--- src/rtl/btb_pkg.sv ---
package btb_pkg;

  typedef enum logic [1:0] {
    BK_COND  = 2'd0,
    BK_CALL  = 2'd1,
    BK_JUMP  = 2'd2,
    BK_OTHER = 2'd3
  } br_kind_e;

  localparam logic [1:0] CTR_MIN    = 2'd0;
  localparam logic [1:0] CTR_WEAK_T = 2'd2;
  localparam logic [1:0] CTR_MAX    = 2'd3;

  // saturating step of a direction counter
  function automatic logic [1:0] ctr_step(input logic [1:0] c, input logic taken);
    logic [1:0] n;
    if (taken) n = (c == CTR_MAX) ? c : c + 2'd1;
    else       n = (c == CTR_MIN) ? c : c - 2'd1;
    return n;
  endfunction

endpackage

--- src/rtl/btb_match.sv ---
module btb_match #(
  parameter int ENTRIES = 16,
  parameter int AW      = 32,
  parameter int IW      = 4
) (
  input  logic [ENTRIES-1:0]         vld,
  input  logic [ENTRIES-1:0][AW-1:0] tags,
  input  logic [AW-1:0]              key,
  output logic [ENTRIES-1:0]         match,
  output logic                       any,
  output logic [IW-1:0]              idx
);

  for (genvar g = 0; g < ENTRIES; g++) begin : g_cmp
    assign match[g] = vld[g] && (tags[g] == key);
  end

  assign any = |match;

  always_comb begin
    idx = '0;
    for (int i = 0; i < ENTRIES; i++)
      if (match[i]) idx = idx | IW'(i);
  end

endmodule

--- src/rtl/btb_static_pred.sv ---
module btb_static_pred
  import btb_pkg::*;
(
  input  logic [1:0] kind,
  input  logic       backward,
  output logic       taken
);

  always_comb begin
    unique case (br_kind_e'(kind))
      BK_COND: taken = backward;
      default: taken = 1'b1;
    endcase
  end

endmodule

--- src/rtl/btb_victim_ptr.sv ---
module btb_victim_ptr #(
  parameter int ENTRIES = 16,
  parameter int IW      = 4
) (
  input  logic          clk,
  input  logic          rst_n,
  input  logic          adv,
  output logic [IW-1:0] ptr
);

  localparam logic [IW-1:0] LAST = IW'(ENTRIES - 1);

  logic [IW-1:0] nxt;

  if ((1 << IW) == ENTRIES) begin : g_pow2
    assign nxt = ptr + 1'b1;
  end else begin : g_wrap
    assign nxt = (ptr == LAST) ? '0 : ptr + 1'b1;
  end

  always_ff @(posedge clk) begin
    if (!rst_n)   ptr <= '0;
    else if (adv) ptr <= nxt;
  end

endmodule

--- src/rtl/btb_top.sv ---
module btb_top
  import btb_pkg::*;
#(
  parameter int ENTRIES = 16,
  parameter int AW      = 32
) (
  input  logic          clk,
  input  logic          rst_n,
  input  logic          lk_valid,
  input  logic [AW-1:0] lk_pc,
  input  logic [1:0]    lk_kind,
  input  logic          lk_backward,
  output logic          lk_hit,
  output logic [AW-1:0] lk_target,
  output logic          lk_taken,
  input  logic          up_valid,
  output logic          up_ready,
  input  logic [AW-1:0] up_pc,
  input  logic [AW-1:0] up_target,
  input  logic          up_taken
);

  localparam int IW = (ENTRIES > 1) ? $clog2(ENTRIES) : 1;

  logic [ENTRIES-1:0]         vld_q;
  logic [ENTRIES-1:0][AW-1:0] pc_q;
  logic [ENTRIES-1:0][AW-1:0] tgt_q;
  logic [ENTRIES-1:0][1:0]    ctr_q;

  logic [ENTRIES-1:0] lk_match, up_match;
  logic               lk_any, up_hit;
  logic [IW-1:0]      lk_idx, up_idx, vptr;
  logic               static_taken, alloc;

  btb_match #(.ENTRIES(ENTRIES), .AW(AW), .IW(IW)) u_lk_match (
    .vld(vld_q), .tags(pc_q), .key(lk_pc),
    .match(lk_match), .any(lk_any), .idx(lk_idx)
  );

  btb_match #(.ENTRIES(ENTRIES), .AW(AW), .IW(IW)) u_up_match (
    .vld(vld_q), .tags(pc_q), .key(up_pc),
    .match(up_match), .any(up_hit), .idx(up_idx)
  );

  btb_static_pred u_static (
    .kind(lk_kind), .backward(lk_backward), .taken(static_taken)
  );

  assign alloc = up_valid && up_taken && !up_hit;

  btb_victim_ptr #(.ENTRIES(ENTRIES), .IW(IW)) u_victim (
    .clk(clk), .rst_n(rst_n), .adv(alloc), .ptr(vptr)
  );

  // lookup side, combinational
  assign lk_hit    = lk_valid && lk_any;
  assign lk_target = tgt_q[lk_idx];
  assign lk_taken  = lk_valid && (lk_any ? ctr_q[lk_idx][1] : static_taken);

  assign up_ready = 1'b1;

  // resolution side
  always_ff @(posedge clk) begin
    if (!rst_n) begin
      vld_q <= '0;
      pc_q  <= '0;
      tgt_q <= '0;
      ctr_q <= '0;
    end else if (up_valid) begin
      if (up_hit) begin
        ctr_q[up_idx] <= ctr_step(ctr_q[up_idx], up_taken);
        if (up_taken) tgt_q[up_idx] <= up_target;
      end else if (up_taken) begin
        vld_q[vptr] <= 1'b1;
        pc_q[vptr]  <= up_pc;
        tgt_q[vptr] <= up_target;
        ctr_q[vptr] <= CTR_WEAK_T;
      end
    end
  end


  match_unique_chk: assert property (@(posedge clk) disable iff (!rst_n)
    $onehot0(lk_match) && $onehot0(up_match));


  static_uncond_chk: assert property (@(posedge clk) disable iff (!rst_n)
    (lk_valid && !lk_any && lk_kind != 2'd0) |-> lk_taken);


  alloc_state_chk: assert property (@(posedge clk) disable iff (!rst_n)
    (up_valid && up_taken && !up_hit) |=>
      (vld_q[$past(vptr)] && ctr_q[$past(vptr)] == CTR_WEAK_T && pc_q[$past(vptr)] == $past(up_pc)));


  no_alloc_chk: assert property (@(posedge clk) disable iff (!rst_n)
    (up_valid && !up_taken && !up_hit) |=> ($stable(vld_q) && $stable(vptr)));


  ctr_floor_chk: assert property (@(posedge clk) disable iff (!rst_n)
    (up_valid && up_hit && !up_taken && ctr_q[up_idx] == CTR_MIN) |=>
      ctr_q[$past(up_idx)] == CTR_MIN);


  ctr_ceiling_chk: assert property (@(posedge clk) disable iff (!rst_n)
    (up_valid && up_hit && up_taken && ctr_q[up_idx] == CTR_MAX) |=>
      ctr_q[$past(up_idx)] == CTR_MAX);

endmodule

--- config.mk ---
export PLATFORM = sky130hd
export DESIGN_NAME = btb_top
export DESIGN_NICKNAME = d
export VERILOG_FILES = /design/src/rtl/btb_pkg.sv /design/src/rtl/btb_match.sv /design/src/rtl/btb_static_pred.sv /design/src/rtl/btb_victim_ptr.sv /design/src/rtl/btb_top.sv
export SDC_FILE = /design/constraint.sdc
export NUM_CORES = 2
export LEC_CHECK = 0
export ABC_CLOCK_PERIOD_IN_PS = 18450
export CAP_MARGIN = 40
export CORE_AREA = 2 2 395 240
export CTS_CLUSTER_SIZE = 10
export DETAILED_ROUTE_END_ITERATION = 8
export DIE_AREA = 0 0 397 242
export PLACE_DENSITY = 0.83
export SYNTH_ARGS = -nofsm -noshare
export SYNTH_HDL_FRONTEND = slang
export SYNTH_SLANG_ARGS = --single-unit
--- constraint.sdc ---
create_clock -name clk -period 18.45 [get_ports clk]
set_clock_uncertainty 0.15 [all_clocks]
set_input_delay 5.535 -clock clk [delete_from_list [all_inputs] [get_ports clk]]
set_output_delay 5.535 -clock clk [all_outputs]
set_load 0.03 [all_outputs]
[Yosys cells after proc, flatten, opt, wreduce, memory -nomap -nowiden]
Cells that the tools add are included.
Word-level totals
  register bits after elaboration: 1076
  bits of input ports: 104
  word-level logic and storage cells: 206
Cells by class
  $add $sub $neg: 3
  $lt $le $gt $ge: 5
  equality and inequality tests: 33
  muxes and demuxes: 63
  bitwise gates (word level): 5
  reduce and logical (&&, ||, !) cells: 47
Operator list (number)
  $bwmux W512: 3
  $mux W512: 3
  $eq A32 B32 Y1: 32
  $demux W32 S4: 2
  $mux W32: 5
  $bmux W32 S4: 1
  $mux W4: 16
  $logic_and A1 B1 Y1: 38
  $bwmux W32: 1
  $or A16 B16 Y16: 2
  $reduce_or A16 Y1: 2
  $mux W2: 14
  $mux W3: 8
  $and A16 B16 Y16: 1
  $bmux W2 S4: 2
  $demux W2 S4: 2
  $not A16 Y16: 1
  $lt A4 B5 Y1 const B: 3
  $ge A4 B1 Y1 const B: 2
  $mux W1: 5
  $add A4 B1 Y4 const B: 1
  $demux W1 S4: 1
  $logic_not A2 Y1: 2
  $reduce_and A2 Y1: 2
  7 further kinds: 7

[Longest topological paths before layout]
  depth after elaboration: 27
  gate-level depth with buffers: 17
  depth with buffers taken out: 12

[Hierarchy]
Synthesis repeated with hierarchy kept, for this count alone.
Second synthesis, totals
  cell total of the unflattened synthesis: 6713
  area, all modules: 57343.7 µm²
Modules (own cells, without submodules)
  btb_top: times used 1, cells an instance 5106, area each 44326.3 µm²
  btb_match: times used 2, cells an instance 795, area each 6417.4 µm²
  btb_victim_ptr: times used 1, cells an instance 16, area each 176.4 µm²
  btb_static_pred: times used 1, cells an instance 1, area each 6.3 µm²

[Worst setup path after synthesis]
No wires, ideal clock.
  path kind: input-to-output
  start point: in lk_pc[1]
  end point: out lk_target[0]
  arrival: 9.101 ns
  required time: 12.765 ns
  slack: 3.664 ns
  cell stages on the path: 14
  buffers on the path: 4
  cell sequence: buf_2 > xnor2_1 > nand2_1 > or3b_2 > or4b_2 > o41ai_1 > nor3_1 > buf_2 > buf_2 > buf_2 > mux2i_1 > a211oi_1 > a211oi_1 > a21oi_1
On the way
  longest elaborated chain between the ends: 19
  elaborated cells on any way between the ends: 47
Ends and longest elaborated chain
  from (decl): line btb_top.sv:10  | input logic [AW-1:0] lk_pc,
  $eq A32 B32 Y1: line btb_match.sv:15  | assign match[g] = vld[g] && (tags[g] == key);
  $logic_and A1 B1 Y1: line btb_match.sv:15
  $mux W1: line btb_match.sv:23  | if (match[i]) idx = idx | IW'(i);
  $mux W2 (2 in a row): line btb_match.sv:23
  $mux W3 (4 in a row): line btb_match.sv:23
  $mux W4 (7 in a row): line btb_match.sv:23
  $mux W4 (*): line btb_match.sv:23
  $bmux W32 S4 (*): line btb_top.sv:57  | assign lk_target = tgt_q[lk_idx];
  $mux W32 (not written as such) (*): line btb_top.sv:57
  to (decl): line btb_top.sv:14  | output logic [AW-1:0] lk_target,
Mark *: on every way between the ends. The rest lies on a longest branch, timed or not. The select of a mux whose other input is x is not followed.

[Worst setup path after layout]
  start point: in lk_pc[11]
  end point: out lk_target[24]
The elaborated chain is that of the path after synthesis.

==> impl_results.md <==
* Outcome: finished clean
* DR vias/cell at 6.63
* Delay-heaviest family, CP: buffers and inverters
* Overall Global Routing Usage at 42.2%
* Crit path DAT at 11.20 ns
* CTS Sinks at 1076
* Syn_nets at 6786
* Static leakage at 0.0261 µW
* Sequential power share at 47.5%
* Synth-to-layout area growth at 8.65%
* Final Power at 4940 µW
* Setup repair bufs after CTS at 0
* CTS tree: yes
* Power share of the combinational group at 9.8%
* Final wirelength at 211 mm
* Final Instance Area at 0.0630 mm²
* Max-cap viol count at 0
* Clock latency at the later pin of the worst-skew pair at 0.76 ns
* Post-synth EDFFs at 0
* Fin. max-slew vios at 0
* Mapped Cells at 6678
* Clock transition at path regs at 0.06 ns
* Layout Nets at 6600
* Slowest library cell on the worst path: clkdlybuf4s50_1
* Yosys cell types at 64
* VDD IR max at 0.0000835 V
* Register area share after synthesis at 37.2%
* Synthesized cell area at 0.0580 mm²
* CP required at 12.77 ns
* # hold bufs at CTS at 0
* Fin util at 67.8%
* Die area at 0.0961 mm²
* Remaining DRCs at 0
* Seq cells post-synth at 1076
* Most frequent cells in the layout: dfxtp_1 (1076), mux2i_1 (915), nor2_1 (867)
* Final hold violation count at 0
* Crit share post-route at 91.5%
* Initial Util at 62.4%
* GPL Wtd Cong at 1.01
* Root buffer cell: clkbuf_16
* Vias at 51456
* CTS H-tree lvls at 3
* Fillers at 7386
* Drt wl/cell at 27.2 µm
* GR Overflow Total at 0
* Commonest non-fill, non-tap cell in the layout: dfxtp_1
* Setup_tns at 0 ns
* Number of CTS-inserted buffers at 118
* Actual slew at the worst max-slew pin at 1.16 ns
* Critical-path cell list: clkdlybuf4s50_1 -> buf_4 -> xor2_1 -> nor4_1 -> nand4_1 -> or4b_2 -> or4_1 -> nand3_1 -> and4b_4 -> buf_16 -> buf_12 -> a211oi_1 -> a211oi_1 -> a21oi_1 -> clkdlybuf4s50_1
* Sw frac at 26.7%
* CTS Buffer Depth at 3
* HPWL after detailed placement at 133 mm
* Syn Area/Cell at 8.68 µm²
* Clock power share at 42.7%
* Crit path kind: input port to output port
* Initial DRC Count at 7558
* Yosys warning count at 0
* Initial antenna violation count at 8
* P_sw at 1320 µW
* Die Y at 242 µm
* First-pass DRT Iterations at 7
* Setup Slack @ Placement at 1.80 ns
* Critical path peak fanout at 71
* Post-CTS Resized at 0
* Final setup violation count at 0
* Fmax at 59.2 MHz
* Antenna viol nets, final at 0
* Post-route setup slack at 1.57 ns
* Pint at 3620 µW
* Core area at 0.0929 mm²
* Crit path capture type: output port
* Ys async rst share at 0%
* First-pass GRT wire length at 309 mm
* RSZ-0062 raised after global routing: false
* Final min period at 16.88 ns
* Largest net degree at the start of global routing at 241
* DP Area at 0.0598 mm²
* Die W at 397 µm
* PwrDens at 78.5 mW/mm²
* Row count at 87
* Synth Flop Type: dfxtp_1
* Top Ports at 139
* Crit start category: input port
* Worst rel slew slack at 22.9%
* Share of layout cells above drive strength 1 at 6.21%
* Port bufs at 137
* Slowest stage delay, CP at 0.89 ns
* CP Buf/Inv Count at 5
* Worst hold path class: flop to flop
* Vias in the first global route at 47656
==> worst min-delay path: cells and delay by family (launching register included) <==
| family | cells | cell delay (ns) |
|---|---|---|
| simple gates | 1 | 0.05 |
| flops | 1 | 0.30 |
| compound gates | 1 | 0.05 |
==> registers in the layout, indices dropped and copies added (netlist names) <==
name          count
u_victim.ptr      4
ctr_q            32
pc_q            512
vld_q            16
tgt_q           512
==> power by group through the flow <==
stage	clock network, µW	registers (µW)	logic (µW)
CTS	2100	2350	462
floorplan	0	2390	289
global placement	0	2400	451
detailed placement	0	2400	459
finish	2110	2350	487
global route	2200	2350	495
==> path summary, 6_finish.rpt <==
path	slack (ns)	startpoint	cells past startpoint	endpoint
setup / recovery	1.57	lk_pc[11]	15	lk_target[24]
setup reg to reg	13.20	pc_q[102]	13	tgt_q[341]
hold reg to reg	0.30	tgt_q[358]	2	tgt_q[358]
hold / removal	0.30	tgt_q[358]	2	tgt_q[358]
==> cell type report <==
cell class | count | area [µm²] | share of cell area [%]
antenna | 4 | 10.0 | 0.0159
tap | 1246 | 1560 | 2.48
multi-input combinational | 4964 | 33700 | 53.6
clock inverter | 7 | 160 | 0.254
timing repair buffer | 298 | 2820 | 4.47
sequential | 1076 | 21500 | 34.2
clock buffer | 127 | 3020 | 4.79
inverter | 34 | 135 | 0.215
==> kinds of logic (layout without fill, tap and decap cells) <==
group / count (synthesis) / count (layout) / synth area share, %
xor gates and xnor gates: 1027 / 1027 / 15.5
other: 1 / 5 / 0.00647
adders and majority gates: 8 / 8 / 0.155
AOI/OAI and AO/OA: 852 / 852 / 8.66
DFF: 1076 / 1076 / 37.2
muxes: 919 / 919 / 15.9
and+or+nand+nor: 2157 / 2157 / 17.6
buffers and inverters: 638 / 466 / 5.01
==> routing by layer <==
metal,track usage (%),part of all wire [%],vias to the layer above
met1,60.6,41,24693
met5,0,0.033,-
met2,57.3,40,3550
li1,-,-,22479
met4,16.5,4.4,12
met3,14.5,15,722
==> synthesized netlist by cell type (8+ instances only) <==
master | n | area, µm²
dfxtp_1 | 1076 | 21500
mux2i_1 | 915 | 9160
nor2_1 | 876 | 3290
xor2_1 | 563 | 4930
nand2_1 | 486 | 1820
xnor2_1 | 464 | 4060
a21oi_1 | 414 | 2070
clkbuf_1 | 338 | 1270
nor4_1 | 231 | 1450
a211oi_1 | 228 | 1710
buf_2 | 197 | 986
nand4_1 | 182 | 1140
o21ai_0 | 150 | 751
nor2b_1 | 133 | 832
nor3_1 | 57 | 285
nand3_1 | 48 | 240
inv_1 | 33 | 124
nand4b_1 | 26 | 228
buf_4 | 24 | 180
buf_6 | 23 | 259
or4_1 | 23 | 173
buf_1 | 22 | 82.6
o211ai_1 | 14 | 105
or2_2 | 14 | 87.6
nand2b_1 | 12 | 75.1
or3_1 | 11 | 68.8
nor4b_1 | 9 | 78.8
a222oi_1 | 8 | 80.1
a22oi_1 | 8 | 60.1
or3b_2 | 8 | 70.1
==> stage by stage <==
stage / hold WS, ns / cells
after floorplan: 0.282 / 6678
after global placement: 0.286 / 7587
after detailed placement: 0.292 / 7617
after CTS: 0.300 / 7751
after global routing: 0.311 / 7753
final: 0.298 / 7756
Note: power is estimated with default switching activity, not from simulation.
